==> src/rtl/bgs_pkg.sv <==
package bgs_pkg;
    typedef enum logic [1:0] {TGT_OFF, TGT_HI, TGT_LO} tgt_e;
    typedef enum logic [1:0] {PH_OFF, PH_DEAD, PH_HIGH, PH_LOW} ph_st_e;
    typedef enum logic [2:0] {MD_COAST, MD_BRAKE, MD_FLOAT, MD_DRIVE, MD_RECIRC} drv_mode_e;
endpackage

==> src/rtl/bgs_target_map.sv <==
module bgs_target_map
    import bgs_pkg::*;
(
    input  logic [1:0] code,
    input  logic       pwm_on,
    input  logic       decay_fast,
    input  logic       zero_cur,
    input  logic       brake,
    input  logic       coast,
    output tgt_e       tgt
);
    drv_mode_e mode;
    logic      drive_hi;
    logic      floating;

    assign drive_hi = (code == 2'b10);
    assign floating = (code == 2'b00) || (code == 2'b11);

    // Mode priority: coast, brake, float, drive, recirculation
    always_comb begin
        if (coast)          mode = MD_COAST;
        else if (brake)     mode = MD_BRAKE;
        else if (floating)  mode = MD_FLOAT;
        else if (pwm_on)    mode = MD_DRIVE;
        else                mode = MD_RECIRC;
    end

    always_comb begin
        tgt = TGT_OFF;
        unique case (mode)
            MD_COAST:  tgt = TGT_OFF;
            MD_BRAKE:  tgt = TGT_LO;
            MD_FLOAT:  tgt = TGT_OFF;
            MD_DRIVE:  tgt = drive_hi ? TGT_HI : TGT_LO;
            MD_RECIRC: begin
                if (!decay_fast)   tgt = TGT_LO;
                else if (zero_cur) tgt = TGT_OFF;
                else               tgt = drive_hi ? TGT_LO : TGT_HI;
            end
            default:   tgt = TGT_OFF;
        endcase
    end
endmodule

==> src/rtl/bgs_phase_fsm.sv <==
module bgs_phase_fsm
    import bgs_pkg::*;
#(
    parameter int DT_W = 10
) (
    input  logic            clk,
    input  logic            rst_n,
    input  tgt_e            tgt,
    input  logic [DT_W-1:0] dead,
    output logic            gate_hi,
    output logic            gate_lo,
    output logic            ph_idle,
    output logic            turn_on
);
    ph_st_e          st, nxt;
    logic [DT_W-1:0] cnt;
    logic [DT_W-1:0] dead_eff;

    assign dead_eff = (dead == '0) ? DT_W'(1) : dead;

    function automatic ph_st_e settle(input tgt_e t);
        case (t)
            TGT_HI:  return PH_HIGH;
            TGT_LO:  return PH_LOW;
            default: return PH_OFF;
        endcase
    endfunction

    always_comb begin
        nxt = st;
        unique case (st)
            PH_OFF:  nxt = settle(tgt);
            PH_HIGH: if (tgt != TGT_HI) nxt = PH_DEAD;
            PH_LOW:  if (tgt != TGT_LO) nxt = PH_DEAD;
            PH_DEAD: if (cnt == '0) nxt = settle(tgt);
            default: nxt = PH_OFF;
        endcase
    end

    always_ff @(posedge clk or negedge rst_n) begin
        if (!rst_n) begin
            st  <= PH_OFF;
            cnt <= '0;
        end else begin
            st <= nxt;
            if (nxt == PH_DEAD && st != PH_DEAD)
                cnt <= dead_eff - DT_W'(1);
            else if (st == PH_DEAD && cnt != '0)
                cnt <= cnt - DT_W'(1);
        end
    end

    always_comb begin
        gate_hi = (st == PH_HIGH);
        gate_lo = (st == PH_LOW);
        ph_idle = (st == PH_OFF);
        turn_on = ((nxt == PH_HIGH) && (st != PH_HIGH)) ||
                  ((nxt == PH_LOW)  && (st != PH_LOW));
    end

    // Checker state: length of the current all-off run and dead time used at turn-off
    logic [DT_W-1:0] off_run;
    logic [DT_W-1:0] dead_at_off;
    logic            had_on;

    always_ff @(posedge clk or negedge rst_n) begin
        if (!rst_n) begin
            off_run     <= '0;
            dead_at_off <= '0;
            had_on      <= 1'b0;
        end else begin
            if (gate_hi || gate_lo) begin
                off_run <= '0;
                had_on  <= 1'b1;
            end else if (off_run != '1) begin
                off_run <= off_run + DT_W'(1);
            end
            if ((st == PH_HIGH || st == PH_LOW) && nxt == PH_DEAD)
                dead_at_off <= dead_eff;
        end
    end

    a_r11_no_overlap: assert property (@(posedge clk) disable iff (!rst_n)
        !(gate_hi && gate_lo));

    a_r3_dead_gap: assert property (@(posedge clk) disable iff (!rst_n)
        ((gate_hi || gate_lo) && !$past(gate_hi || gate_lo) && had_on)
        |-> (off_run >= dead_at_off));
endmodule

==> src/rtl/bgs_blank_timer.sv <==
module bgs_blank_timer #(
    parameter int BL_W = 6
) (
    input  logic            clk,
    input  logic            rst_n,
    input  logic            start,
    input  logic [BL_W-1:0] len,
    input  logic            trip_in,
    output logic            trip_ok
);
    logic [BL_W-1:0] cnt;

    always_ff @(posedge clk or negedge rst_n) begin
        if (!rst_n)          cnt <= '0;
        else if (start)      cnt <= len;
        else if (cnt != '0)  cnt <= cnt - BL_W'(1);
    end

    assign trip_ok = trip_in && (cnt == '0);

    a_r9_masked: assert property (@(posedge clk) disable iff (!rst_n)
        (start && len != '0) |=> !trip_ok);
endmodule

==> src/rtl/bridge_gate_seq.sv <==
module bridge_gate_seq
    import bgs_pkg::*;
#(
    parameter int PHASES    = 3,
    parameter int DT_W      = 10,
    parameter int BL_W      = 6,
    parameter int BLANK_RST = 16
) (
    input  logic              clk,
    input  logic              rst_n,
    input  logic [2*PHASES-1:0] cmd,
    input  logic              pwm_on,
    input  logic              decay_fast,
    input  logic              zero_cur,
    input  logic              brake,
    input  logic              coast,
    input  logic              trip_in,
    input  logic              cfg_we,
    input  logic [DT_W-1:0]   cfg_dead,
    input  logic [BL_W-1:0]   cfg_blank,
    output logic [PHASES-1:0] gate_hi,
    output logic [PHASES-1:0] gate_lo,
    output logic              trip_ok
);
    localparam logic [DT_W-1:0] DEAD_RST = '1;
    localparam logic [BL_W-1:0] BLK_RST  = BL_W'(BLANK_RST);

    logic [DT_W-1:0]   dead_reg;
    logic [BL_W-1:0]   blank_reg;
    logic [PHASES-1:0] ph_idle;
    logic [PHASES-1:0] ph_on;
    logic              all_idle;

    assign all_idle = &ph_idle;

    always_ff @(posedge clk or negedge rst_n) begin
        if (!rst_n) begin
            dead_reg  <= DEAD_RST;
            blank_reg <= BLK_RST;
        end else if (cfg_we && all_idle) begin
            dead_reg  <= cfg_dead;
            blank_reg <= cfg_blank;
        end
    end

    for (genvar p = 0; p < PHASES; p++) begin : g_phase
        tgt_e tgt;

        bgs_target_map u_map (
            .code       (cmd[2*p +: 2]),
            .pwm_on     (pwm_on),
            .decay_fast (decay_fast),
            .zero_cur   (zero_cur),
            .brake      (brake),
            .coast      (coast),
            .tgt        (tgt)
        );

        bgs_phase_fsm #(.DT_W(DT_W)) u_fsm (
            .clk     (clk),
            .rst_n   (rst_n),
            .tgt     (tgt),
            .dead    (dead_reg),
            .gate_hi (gate_hi[p]),
            .gate_lo (gate_lo[p]),
            .ph_idle (ph_idle[p]),
            .turn_on (ph_on[p])
        );
    end

    bgs_blank_timer #(.BL_W(BL_W)) u_blank (
        .clk     (clk),
        .rst_n   (rst_n),
        .start   (|ph_on),
        .len     (blank_reg),
        .trip_in (trip_in),
        .trip_ok (trip_ok)
    );

    a_r8_coast_off: assert property (@(posedge clk) disable iff (!rst_n)
        coast |=> (gate_hi == '0) && (gate_lo == '0));

    a_r7_brake_hi_off: assert property (@(posedge clk) disable iff (!rst_n)
        (brake && !coast) |=> (gate_hi == '0));

    a_r10_cfg_hold: assert property (@(posedge clk) disable iff (!rst_n)
        (cfg_we && !all_idle) |=> $stable(dead_reg) && $stable(blank_reg));
endmodule

==> config.mk <==
export PLATFORM = sky130hd
export DESIGN_NAME = bridge_gate_seq
export DESIGN_NICKNAME = d
export VERILOG_FILES = /design/src/rtl/bgs_pkg.sv /design/src/rtl/bgs_target_map.sv /design/src/rtl/bgs_phase_fsm.sv /design/src/rtl/bgs_blank_timer.sv /design/src/rtl/bridge_gate_seq.sv
export SDC_FILE = /design/constraint.sdc
export NUM_CORES = 1
export LEC_CHECK = 0
export ABC_AREA = 1
export CAP_MARGIN = 20
export CORE_ASPECT_RATIO = 0.9
export CORE_MARGIN = 2
export CORE_UTILIZATION = 65
export DETAILED_ROUTE_END_ITERATION = 7
export DONT_BUFFER_PORTS = 1
export GPL_TIMING_DRIVEN = 0
export PLACE_DENSITY = 0.85
export SYNTH_ARGS = -nofsm -noshare
export SYNTH_HDL_FRONTEND = slang
export SYNTH_HIERARCHICAL = 1
export SYNTH_SLANG_ARGS = --single-unit
==> constraint.sdc <==
create_clock -name clk -period 2.91 [get_ports clk]
set_clock_uncertainty 0.15 [all_clocks]
set_input_delay 0.291 -clock clk [delete_from_list [all_inputs] [get_ports clk]]
set_output_delay 0.291 -clock clk [all_outputs]
set_load 0.1 [all_outputs]
* Yosys cells after proc, flatten, opt, wreduce, memory -nomap -nowiden
Cells that the tools add are included.
** Word-level totals
- Register bits after elaboration :: 58
- Output and inout bits :: 7
** Cells by class
- $add $sub $neg :: 5
- Eq/ne operators :: 54
- Mux-type cells :: 49
- Reductions and logical operators :: 41
** Operators by type and width (count)
- $mux W10 :: 7
- $eq A2 B2 Y1 const B :: 21
- $mux W2 :: 21
- $logic_not A10 Y1 :: 4
- $sub A10 B1 Y10 const B :: 4
- $mux W3 :: 10
- $reduce_bool A10 Y1 :: 3
- $pmux W2 S4 :: 3
- $eq A2 B1 Y1 const B :: 9
- $ne A2 B2 Y1 const B :: 9
- $pmux W2 S3 :: 3
- $logic_and A1 B1 Y1 :: 14
- $logic_not A2 Y1 :: 6
- $mux W6 :: 2
- $ne A2 B1 Y1 const B :: 6
- $pmux W2 S2 :: 3
- $eq A3 B1 Y1 const B :: 3
- $eq A3 B2 Y1 const B :: 3
- $eq A3 B3 Y1 const B :: 3
- $reduce_bool A2 Y1 :: 4
- $logic_not A6 Y1 :: 1
- $logic_or A1 B1 Y1 :: 6
- $reduce_bool A6 Y1 :: 1
- $sub A6 B1 Y6 const B :: 1
- 2 further kinds :: 2

* Depth between registers and ports, before layout
Gate-level depths: netlist (run 1).
- Depth after elaboration :: 16
- Depth in mapped cells :: 23

* Modules after synthesis
Netlist (run 1), hierarchy kept.
** By module, submodules not included
- bgs_phase_fsm :: instances 3, cells an instance 155, area an instance 1078.5 um2, seq. area each 300.3 um2
- bridge_gate_seq :: instances 1, cells an instance 73, area an instance 709.4 um2, seq. area each 414.1 um2
- bgs_blank_timer :: instances 1, cells an instance 55, area an instance 385.4 um2, seq. area each 150.1 um2
- bgs_target_map :: instances 3, cells an instance 21, area an instance 96.3 um2, seq. area each 0.0 um2

* Worst setup path after synthesis (run 1)
OpenSTA, ideal clock, no wires.
- Path kind :: input to register
- Start point :: in cmd[0]
- End point :: reg g_phase[0].u_fsm.cnt[8]
- Arrival :: 2.317 ns
- Path slack :: 0.325 ns
- Cell stages on the path :: 20
- Cell sequence :: inv_1 -> ha_1 -> inv_1 -> nand2_1 -> nor2_2 -> nand3_1 -> nand2_1 -> inv_1 -> ha_1 -> inv_1 -> nand3_4 -> nand3_4 -> nand2_1 -> nand2_1 -> ha_1 -> inv_1 -> nor2_2 -> nand3b_1 -> nand3_1 -> nand2_1
** On the way
- Cells in the longest elaborated chain, start to end :: 14
- Elaborated cells between the ends (all ways) :: 28
- Those cells by class :: eq/ne: 10; mux: 14; reduce/logical: 4
** RTL lines
- from (decl) :: line bridge_gate_seq.sv:11 : input logic [2*PHASES-1:0] cmd,
- $eq A2 B2 Y1 / $logic_not A2 Y1 (equally long branches) :: line bgs_target_map.sv:17 : assign floating = (code == 2'b00) || (code == 2'b11);
- $logic_or A1 B1 Y1 :: line bgs_target_map.sv:17
- $mux W3 :: line bgs_target_map.sv:23 : else if (floating) mode = MD_FLOAT;
- $mux W3 :: line bgs_target_map.sv:22 : else if (brake) mode = MD_BRAKE;
- $mux W3 :: line bgs_target_map.sv:21 : if (coast) mode = MD_COAST;
- $eq A3 B3 Y1, or another cell as far along :: line bgs_target_map.sv:30 : unique case (mode)
- $pmux W2 S3 * :: line bgs_target_map.sv:30
- named net g_phase[0].tgt[0] :: line bridge_gate_seq.sv:47 : tgt_e tgt;
- $eq A2 B2 Y1 / $eq A2 B1 Y1 (equally long branches) :: line bgs_phase_fsm.sv:22 : case (t)
- $pmux W2 S2 :: line bgs_phase_fsm.sv:22
- $mux W2 :: line bgs_phase_fsm.sv:35 : PH_DEAD: if (cnt == '0) nxt = settle(tgt);
- $pmux W2 S4 * :: line bgs_phase_fsm.sv:31 : unique case (st)
- $eq A2 B1 Y1 * :: line bgs_phase_fsm.sv:46 : if (nxt == PH_DEAD && st != PH_DEAD)
- $logic_and A1 B1 Y1 * :: line bgs_phase_fsm.sv:46
- $mux W10 / $reduce_bool A2 Y1 (equally long branches)
- to (signal assigned) :: line bgs_phase_fsm.sv:47 : cnt <= dead_eff - DT_W'(1);
- to (signal assigned) :: line bgs_phase_fsm.sv:49 : cnt <= cnt - DT_W'(1);
- to (decl) :: line bgs_phase_fsm.sv:16 : logic [DT_W-1:0] cnt;
The timed path passes the listed nets; every way through them passes the cells marked *.
A chain may end at the register's enable or synchronous reset.

* Final worst setup path (run 1)
- Start point :: in cmd[2]
- End point :: reg g_phase[1].u_fsm.cnt[8]
** On the way
- Cells in the longest elaborated chain, start to end :: 14
- Elaborated cells between the ends (all ways) :: 28
- Those cells by class :: eq/ne: 10; mux: 14; reduce/logical: 4
** RTL lines (line)
- $eq A2 B2 Y1 / $logic_not A2 Y1 (equally long branches) :: bgs_target_map.sv:17
- $logic_or A1 B1 Y1 :: bgs_target_map.sv:17
- $mux W3 :: bgs_target_map.sv:23
- $mux W3 :: bgs_target_map.sv:22
- $mux W3 :: bgs_target_map.sv:21
- $eq A3 B3 Y1, or another cell as far along :: bgs_target_map.sv:30
- $pmux W2 S3 * :: bgs_target_map.sv:30
- named net g_phase[1].tgt[0] :: bridge_gate_seq.sv:47
- $eq A2 B2 Y1 / $eq A2 B1 Y1 (equally long branches) :: bgs_phase_fsm.sv:22
- $pmux W2 S2 :: bgs_phase_fsm.sv:22
- $mux W2 :: bgs_phase_fsm.sv:35
- $pmux W2 S4 * :: bgs_phase_fsm.sv:31
- $eq A2 B1 Y1 * :: bgs_phase_fsm.sv:46
- $logic_and A1 B1 Y1 * :: bgs_phase_fsm.sv:46
- $mux W10 / $reduce_bool A2 Y1 (equally long branches)
- to (signal assigned) :: bgs_phase_fsm.sv:47
- to (signal assigned) :: bgs_phase_fsm.sv:49
- to (decl) :: bgs_phase_fsm.sv:16
Marks and branches as above.

==> results of run 1 <==
metrics by stage:
| stage | setup WS, ns | instances | hold slack, ns | utilization | power [mW] |
|---|---|---|---|---|---|
| after CTS | 0.327 | 783 | 0.0473 | 0.744 | 1.81 |
| after floorplan | 0.325 | 656 | -0.155 | - | 0.871 |
| final | 0.256 | 783 | 0.0611 | 0.744 | 1.79 |
| after detailed placement | 0.0116 | 749 | -0.153 | 0.681 | 0.880 |
| after global placement | 0.115 | 749 | -0.153 | 0.680 | 0.875 |
| after global routing | 0.0157 | 783 | 0.0639 | 0.744 | 1.85 |
what timing repair did:
item | 4_1_cts | 5_1_grt
hold buffers | 18 | 0
setup endpoints to repair | 0 | 0
endpoints found under the hold margin | 74 | 0
worst min-delay path by stage:
stage / from / endpoint / slack, ns / cells past startpoint
2_1_floorplan: rst_n / blank_reg[0]$_DFFE_PN0P_ / -0.15 / 0
3_3_place_gp: rst_n / g_phase[1].u_fsm/cnt[4]$_DFFE_PN0P_ / -0.15 / 0
3_5_place_dp: rst_n / g_phase[1].u_fsm/cnt[4]$_DFFE_PN0P_ / -0.15 / 0
4_1_cts: cfg_we / dead_reg[8]$_DFFE_PN1P_ / 0.05 / 4
5_1_grt: cfg_we / dead_reg[6]$_DFFE_PN1P_ / 0.06 / 4
6_report: cfg_we / dead_reg[8]$_DFFE_PN1P_ / 0.06 / 4
kinds of logic (layout without fill, tap and decap cells):
| logic type | Yosys count | in the layout |
|---|---|---|
| simple gates | 396 | 396 |
| buf+inv | 111 | 145 |
| compound gates | 67 | 67 |
| flops | 58 | 58 |
| fa+ha+maj | 14 | 14 |
| xor+xnor | 10 | 10 |
worst min-delay path: cells and delay by family:
kind	cells	cell delay (ns)
and+or+nand+nor	4	0.25
layout make-up:
cell class	instances	area [µm²]	area share
buffer	10	123	0.0237
clock buffer	12	165	0.0319
clock inverter	4	72.6	0.0140
inverter	101	379	0.0732
multi-input combinational	487	2660	0.514
sequential	58	1470	0.283
tap	93	116	0.0225
timing repair buffer	18	198	0.0382
cells in the final DEF (no fill, tap or decap), drive strengths merged:
cell type,synthesis,layout
a21oi,1,1
buf,9,10
bufinv,0,2
clkbuf,1,13
clkinv,3,4
clkinvlp,0,1
dfrtp,47,47
dfstp,11,11
dlygate4sd3,0,17
ha,14,14
inv,98,98
nand2,247,247
nand3,48,48
nand3b,10,10
nand4,13,13
nor2,78,78
o211ai,3,3
o21ai,60,60
o21bai,3,3
xnor2,7,7
xor2,3,3
layer usage:
layer | up-vias | wire [µm] | track usage
li1 | 2108 | - | -
met1 | 2033 | 4530 | 0.369
met2 | 150 | 5370 | 0.520
met3 | 26 | 653 | 0.0632
met4 | 0 | 248 | 0.126
met5 | - | 0 | 0
power groups by stage:
stage	sequential, mW	combinational (mW)	clock, mW
4_1_cts	0.807	0.0992	0.901
6_report	0.807	0.102	0.883
2_1_floorplan	0.822	0.0489	0
3_3_place_gp	0.822	0.0536	0
5_1_grt	0.806	0.114	0.933
3_5_place_dp	0.822	0.0585	0
==> reports/metrics.cfg, run 1 <==
[yosys]
yosys_warnings = 6
synth_top_area_frac = 0.255
synth_area_leader_cell = dfrtp_1
synth.area.top_cells = dfrtp_1 (25%), nand2_1 (18%), inv_1 (7.5%)
synth_edf_count = 0
yosysMostFrequentCell = nand2_1
synth_xor_area_frac = 0.0190
synth.mux.area_fraction = 0
synthAdderAreaFrac = 0.0379
syn_avg_cell_area_um2 = 7.04
async_reset_ff_frac = 1.00
synthTopCellsByCount = nand2_1 (220), inv_1 (92), nor2_1 (54)
syn_area_um2 = 4620
synth_cells = 656
synth.distinct_cells = 32
yosys.area_share.simple = 0.420
synth_nets = 701
synth_compound_area_frac = 0.0978
ys_seq_area_frac = 0.317
synthFlopType = dfrtp_1
synth_top_family_by_area = simple AND/OR/NAND/NOR gates
synth-seq-cells = 58

[pwr]
switchingPower_uw = 395
p_leak_nw = 2.60
swShare = 0.221
pwr-share-seq = 0.450
ir_drop_mv = 0.297
p_comb_frac = 0.057
p_clk_frac = 0.493
power_density_nw_per_um2 = 346
internal_power_mw = 1.40

[sta]
drv_slew = 0
rsz0062_at_grt = no
finalSetupViolations = 0
tns_ns = 0
tightest_slew_ns = 1.11
fin_crit_ns = 2.65
relSlewSlack = 0.260
max_clock_freq_mhz = 377
fin_crit_sh = 0.912
hold_violations = 0

[die]
initial_core_util = 0.663
dieArea_um2 = 7800
fp.dieH_um = 84.0
dieWidth_um = 92.9
io_pins = 38
rows = 29
core_area_um2 = 6970

[cts]
post_cts_buffers = 0
clock_sinks = 58
cts_buffers = 9
clockBufferDepth = 2
clkLatencyLatePin_ns = 0.34
cts-root-buf = clkbuf_8
cts_tree = done
cts-resized-gates = 0
htreeDepth = 3
cts.clk_slew.worst_paths_ns = 0.07

[setup_path]
crit_fanout = 8
rrSetupSlack_ns = 0.54
critical_path_class = in2reg
r2r_cells = 13
worstReg2RegEnd = g_phase[1].u_fsm/cnt[8]$_DFFE_PN0P_
cp.depth = 20
arrival_ns = 2.73
endpoint = g_phase[1].u_fsm/cnt[8]$_DFFE_PN0P_
r2r_start = g_phase[1].u_fsm/cnt[9]$_DFFE_PN0P_
start_kind = primary input
slowest_stage = ha_1
worstPathRequired_ns = 2.99
slowest_delay_ns = 0.29
critical_path_buf_inv_count = 5
cp_top_family = simple AND/OR/NAND/NOR gates
startpoint = cmd[2]
worstPathCellList = inv_1 -> ha_1 -> inv_1 -> nand2_1 -> nor2_2 -> nand3_1 -> nand2_1 -> inv_1 -> ha_1 -> inv_1 -> nand3_4 -> nand3_4 -> nand2_1 -> nand2_1 -> ha_1 -> inv_1 -> nor2_2 -> nand3b_1 -> nand3_1 -> nand2_1
cp-end-kind = register

[layout]
largest_register_ffs = 30
antennaDiodeCount = 0
layout.nets = 730
final_area_um2 = 5180
drive_above_1_share = 0.184
areaGrowthSynthToFinish_pct = 12.2
n_fill_cell = 557

[hold_path]
hold_class = in2reg

[placement]
place.gp.congestion = 0.873
placed_cell_area_um2 = 4750
hpwl_mm = 7.45
port_buffers = 0

[grt]
grt_usage = 0.303
antenna_found_initial = 0
grt_pass1_wl_mm = 19.0
grt-ovfl-total = 0
grt_max_degree = 59
grt_pass1_vias = 4342

[route]
dr.pass1.iters = 5
drc = 0
via_per_inst = 5.51
dr_total_vias = 4317
totalWireLength_mm = 10.8
wl_per_cell_um = 13.8
drtAntennaViolNets = 0
drt-initial-drc-count = 276

[status]
outcome = finished clean

[run]
drv_cap = 0

No activity file was read; power rests on OpenSTA's default activity.
==> run 2, diff against run 1 <==
Settings changed: ABC_CLOCK_PERIOD_IN_PS set to 2700.
Clock period 2.91 ns to 2.7 ns, I/O delays scaled along.
==> reports/metrics.cfg, run 2 (synthesized netlist as in run 1, its figures left out) <==
[route]
drtAntennaViolNets = 0  ; unchanged
drc = 0  ; unchanged
drt-initial-drc-count = 356  ; +29%
dr.pass1.iters = 5  ; unchanged
dr_total_vias = 4436  ; +2.8%
wl_per_cell_um = 14.5  ; +5.3%
totalWireLength_mm = 11.5  ; +6.4%
via_per_inst = 5.61  ; +1.7%

[hold_path]
holdCritStartpoint = cfg_we
hold_path_depth = 4  ; unchanged
min_to = dead_reg[8]$_DFFE_PN1P_
hold_class = in2reg

[setup_path]
worstReg2RegEnd = g_phase[0].u_fsm/cnt[9]$_DFFE_PN0P_
r2r_cells = 15  ; +2
arrival_ns = 2.67  ; -0.06 ns
cp-end-kind = register
worstPathRequired_ns = 2.78  ; -0.21 ns
r2r_start = g_phase[0].u_fsm/cnt[3]$_DFFE_PN0P_
crit_fanout = 7  ; -1
start_kind = primary input
rrSetupSlack_ns = 0.37  ; -0.17 ns
critical_path_class = in2reg

[status]
outcome = finished clean

[die]
dieArea_um2 = 7800  ; unchanged
dieWidth_um = 92.9  ; unchanged
initial_core_util = 0.663  ; unchanged
io_pins = 38  ; unchanged
fp.dieH_um = 84.0  ; unchanged
rows = 29  ; unchanged
core_area_um2 = 6970  ; unchanged

[pwr]
swShare = 0.223  ; +0.00267
p_comb_frac = 0.057  ; about the same
p_leak_nw = 2.65  ; +2.1%
ir_drop_mv = 0.322  ; +8.5%
p_clk_frac = 0.494  ; about the same
internal_power_mw = 1.51  ; +7.8%
power_density_nw_per_um2 = 361  ; +4.3%
switchingPower_uw = 433  ; +9.5%
pwr-share-seq = 0.449  ; about the same

[sta]
fin_crit_ns = 2.59
relSlewSlack = 0.265  ; +0.00571
finalSetupViolations = 0  ; unchanged
drv_slew = 0  ; unchanged
max_clock_freq_mhz = 386
tns_ns = 0  ; unchanged
hold_violations = 0  ; unchanged
fin_crit_sh = 0.959
tightest_slew_ns = 1.10  ; -0.00856 ns

[layout]
layout.nets = 738  ; +1.1%
antennaDiodeCount = 0  ; unchanged
finalCoreUtilization = 0.772  ; +0.0278
final_common_cell = nand2_1
largest_register_ffs = 30  ; unchanged
drive_above_1_share = 0.222  ; +0.0380
areaGrowthSynthToFinish_pct = 16.4
final_cell_mix = nand2_1 (210), inv_1 (91), nor2_1 (47), dfrtp_1 (47)

[run]
drv_cap = 0  ; unchanged

[grt]
grt-ovfl-total = 0  ; unchanged
grt_max_degree = 59  ; unchanged
grt_usage = 0.303  ; unchanged
grt_pass1_vias = 4342  ; unchanged
grt_pass1_wl_mm = 19.0  ; unchanged
antenna_found_initial = 0  ; unchanged

[placement]
port_buffers = 0  ; unchanged
hpwl_mm = 7.45  ; unchanged
place.gp.congestion = 0.873  ; unchanged

[cts]
cts_tree = done
cts-root-buf = clkbuf_8
cts_buffers = 9  ; unchanged
clkLatencyLatePin_ns = 0.34  ; about the same
htreeDepth = 3  ; unchanged
clock_sinks = 58  ; unchanged
cts.clk_slew.worst_paths_ns = 0.07  ; about the same
clockBufferDepth = 2  ; unchanged

==> run 2: cell count changes in the layout (fill, tap and decap cells not counted), moves of 2 or more <==
cell,previous run,this run
nand2_1,220,210
nand2_2,19,28
buf_4,0,6
ha_1,14,11
nor2_1,50,47
nor2_4,6,9
o21ai_4,3,6
ha_4,0,2
o21ai_1,13,11
==> run 2: critical path: stages <==
cell       delay, ns
inv_1           0.02
ha_1            0.29
inv_1           0.06
nand2_1         0.08
nor2_2          0.13
nand2_1         0.07
nand3_1         0.12
inv_1           0.06
ha_1            0.19
nand2_1         0.09
nand2_1         0.10
nand2_4         0.14
nand3_4         0.13
clkbuf_16       0.18
o21ai_4         0.20
nand2_2         0.11
nor2_2          0.12
nand3b_1        0.11
nand3_1         0.12
nand2_1         0.06
==> run 2: stage by stage <==
step / total power [mW] / hold WS (ns) / area [µm²] / worst slack, ns / cells
2_1_floorplan: 0.938 / -0.176 / 4620 / 0.136 / 656
3_3_place_gp: 0.943 / -0.174 / 4740 / -0.0740 / 749
3_5_place_dp: 0.949 / -0.174 / 4750 / -0.177 / 749
4_1_cts: 1.95 / 0.0263 / 5180 / 0.138 / 783
5_1_grt: 2.00 / 0.0421 / 5380 / -0.0683 / 791
6_report: 1.94 / 0.0361 / 5380 / 0.111 / 791
==> run 2: how the worst max path moves through the flow <==
stage	start	endpoint	slack, ns	depth (start not counted)
finish	cmd[2]	g_phase[1].u_fsm/cnt[6]$_DFFE_PN0P_	0.11	20
detailed placement	cmd[0]	g_phase[0].u_fsm/cnt[8]$_DFFE_PN0P_	-0.18	20
CTS	cmd[2]	g_phase[1].u_fsm/cnt[8]$_DFFE_PN0P_	0.14	20
floorplan	cmd[0]	g_phase[0].u_fsm/cnt[8]$_DFFE_PN0P_	0.14	20
global route	cmd[0]	g_phase[0].u_fsm/cnt[5]$_DFFE_PN0P_	-0.07	19
global placement	cmd[0]	g_phase[0].u_fsm/cnt[8]$_DFFE_PN0P_	-0.07	20
==> run 2: area by class of cell <==
cell class	instances	area [µm²]
Timing Repair Buffer	25	268
Multi-Input combinational cell	488	2780
Clock inverter	4	72.6
Clock buffer	12	165
Inverter	101	383
Sequential cell	58	1470
Tap cell	93	116
Buffer	10	123
Fill cell	498	1590
==> run 2: metal layers <==
layer	wire length, µm	part of all wire	track usage	vias to the layer above
li1	-	-	-	2127
met1	4750	0.41	0.369	2089
met2	5710	0.50	0.520	186
met3	723	0.063	0.0632	34
met4	308	0.027	0.126	0
met5	0	0	0	-
==> run 2: timing repair <==
action,4_1_cts,5_1_grt
setup endpoints to repair,0,14
endpoints found under the hold margin,74,0
setup buffers,0,6
hold buffers,18,0
resized for setup,0,29
==> run 2: power groups by stage <==
stage	clock network, mW	registers (mW)	logic [mW]
finish	0.958	0.870	0.111
global route	1.01	0.869	0.124
CTS	0.971	0.869	0.107
detailed placement	0	0.885	0.0631
global placement	0	0.885	0.0578
floorplan	0	0.886	0.0527
==> run 3, diff against run 2 <==
Settings changed: CORE_UTILIZATION 65 to 35, PLACE_DENSITY 0.85 to 0.53.
==> reports/metrics.cfg, run 3 (synthesized netlist as in run 1, its figures left out) <==
[status]
outcome = finished clean

[die]
io_pins = 38  ; unchanged
dieWidth_um = 125  ; +35%
rows = 39  ; +34%
core_area_um2 = 12800  ; +84%
fp.dieH_um = 113  ; +35%
initial_core_util = 0.361  ; -0.302
dieArea_um2 = 14100  ; +81%

[sta]
fin_crit_ns = 2.51  ; -0.0757 ns
finalSetupViolations = 0  ; unchanged
relSlewSlack = 0.247  ; -0.0186
fin_crit_sh = 0.931  ; -0.0280
tns_ns = 0  ; unchanged
drv_slew = 0  ; unchanged
tightest_slew_ns = 1.13  ; +0.0278 ns
max_clock_freq_mhz = 398  ; +3.0%
hold_violations = 0  ; unchanged

[cts]
htreeDepth = 3  ; unchanged
clkLatencyLatePin_ns = 0.33  ; about the same
cts-root-buf = clkbuf_16
clockBufferDepth = 2  ; unchanged
cts_tree = done
cts.clk_slew.worst_paths_ns = 0.05  ; -0.02 ns
cts_buffers = 9  ; unchanged
clock_sinks = 58  ; unchanged

[layout]
final_common_cell = nand2_1
areaGrowthSynthToFinish_pct = 16.4  ; about the same
n_fill_cell = 1348  ; +170%
antennaDiodeCount = 0  ; unchanged
drive_above_1_share = 0.199  ; -0.0226
final_cell_mix = nand2_1 (216), inv_1 (92), nor2_1 (48)
layout.nets = 732  ; -0.81%
largest_register_ffs = 30  ; unchanged

[setup_path]
start_kind = primary input
r2r_start = g_phase[1].u_fsm/cnt[3]$_DFFE_PN0P_
arrival_ns = 2.58  ; -0.09 ns
cp-end-kind = register
critical_path_class = in2reg
worstPathRequired_ns = 2.77  ; about the same
crit_fanout = 7  ; unchanged
startpoint = cmd[2]

[placement]
port_buffers = 0  ; unchanged
hpwl_mm = 7.89  ; +5.9%
place.gp.congestion = 0.786  ; -10%

[grt]
grt_pass1_vias = 3838  ; -12%
grt_max_degree = 59  ; unchanged
antenna_found_initial = 0  ; unchanged
grt_pass1_wl_mm = 18.2  ; -4.5%
grt-ovfl-total = 0  ; unchanged
grt_usage = 0.158  ; -0.145

[route]
totalWireLength_mm = 10.8  ; -6.1%
route.met2.wl_mm = 4.79  ; -16%
wl_met3_um = 402  ; -44%
drt-initial-drc-count = 152  ; -57%
dr_total_vias = 3972  ; -10%
top_layer_used = met4
drtAntennaViolNets = 0  ; unchanged
wl_per_cell_um = 12.6  ; -13%
dr.pass1.iters = 4  ; -1
via_per_inst = 4.64  ; -17%
drc = 0  ; unchanged
m1WireLength_mm = 5.45  ; +15%

[pwr]
p_leak_nw = 2.62  ; -1.1%
ir_drop_mv = 0.269  ; -17%
power_density_nw_per_um2 = 378  ; +4.9%
p_total_mw = 2.03  ; +5.0%

[hold_path]
holdCritStartpoint = cfg_we
hold_class = in2reg

[run]
drv_cap = 0  ; unchanged

[run 3: changes by cell type in the layout (fill, tap and decap cells not counted), moves of 2 or more]
cell       change
buf_4          -4
ha_2           +2
bufinv_16      -2
nand2_2        -6
nand2_1        +6
ha_4           -2
clkbuf_1       +2
o21ai_2        +2
o21ai_4        -2
clkbuf_8      -11
clkbuf_16      +8
[run 3: power breakdown]
part / switching, mW / internal, mW
clock: 0.414 / 0.644
combinational: 0.0636 / 0.0415
sequential: 0 / 0.871
[run 3: final cells by class]
class | count | area (µm²) | share of cell area
clock inverter | 4 | 27.5 | 0.00512
inverter | 101 | 379 | 0.0705
tap | 164 | 205 | 0.0381
buffer | 10 | 123 | 0.0228
multi-input combinational | 487 | 2720 | 0.506
clock buffer | 12 | 246 | 0.0458
timing repair buffer | 20 | 213 | 0.0395
sequential | 58 | 1470 | 0.272
[run 3: path summary, 6_finish.rpt]
check	endpoint	slack [ns]	cells after the start
worst max-delay path	g_phase[1].u_fsm/cnt[9]$_DFFE_PN0P_	0.19	22
worst min-delay path	dead_reg[7]$_DFFE_PN1P_	0.06	4
worst max register to register	g_phase[1].u_fsm/cnt[9]$_DFFE_PN0P_	0.44	15
worst min register to register	u_blank/cnt[5]$_DFFE_PN0P_	0.34	2
max in group asynchronous	dead_reg[1]$_DFFE_PN1P_	1.77	2
min in group asynchronous	g_phase[1].u_fsm/cnt[4]$_DFFE_PN0P_	0.33	2
[run 3: per-stage QoR]
| step | instances | setup WS [ns] | instance area, µm² | utilization | hold slack [ns] |
|---|---|---|---|---|---|
| floorplan | 656 | 0.136 | 4620 | - | -0.176 |
| global placement | 820 | -0.136 | 4820 | 0.377 | -0.173 |
| detailed placement | 820 | -0.177 | 4830 | 0.378 | -0.173 |
| CTS | 854 | 0.163 | 5310 | 0.415 | 0.0455 |
| global route | 856 | -0.0224 | 5380 | 0.421 | 0.0711 |
| finish | 856 | 0.186 | 5380 | 0.421 | 0.0606 |
[run 3: worst max-delay path: stages]
cell and delay, ns:
inv_1 0.02, ha_1 0.30, inv_1 0.06, nand2_1 0.06, nor2_2 0.09, nand3_1 0.09, nand2_2 0.10, inv_1 0.05
ha_1 0.28, inv_1 0.10, nand3_4 0.13, nand3_4 0.17, buf_4 0.13, nand2_1 0.06, o21ai_2 0.10, nand2_1 0.15
nor2_4 0.17, nand2_1 0.06, nand2_1 0.05, nand2_1 0.05, nand2_1 0.05, nand2_1 0.04
[run 3: metal layers]
layer  vias up  GRT usage
met1      1790      0.211
met2        61      0.256
met3        10     0.0369
met4         0     0.0511
li1       2111          -
met5         -          0
[run 3: timing repair]
action                                 CTS  global route
endpoints found under the hold margin   74             0
setup endpoints to repair                0            11
resized for setup                        0            16
hold buffers                            18             0
setup buffers                            0             2
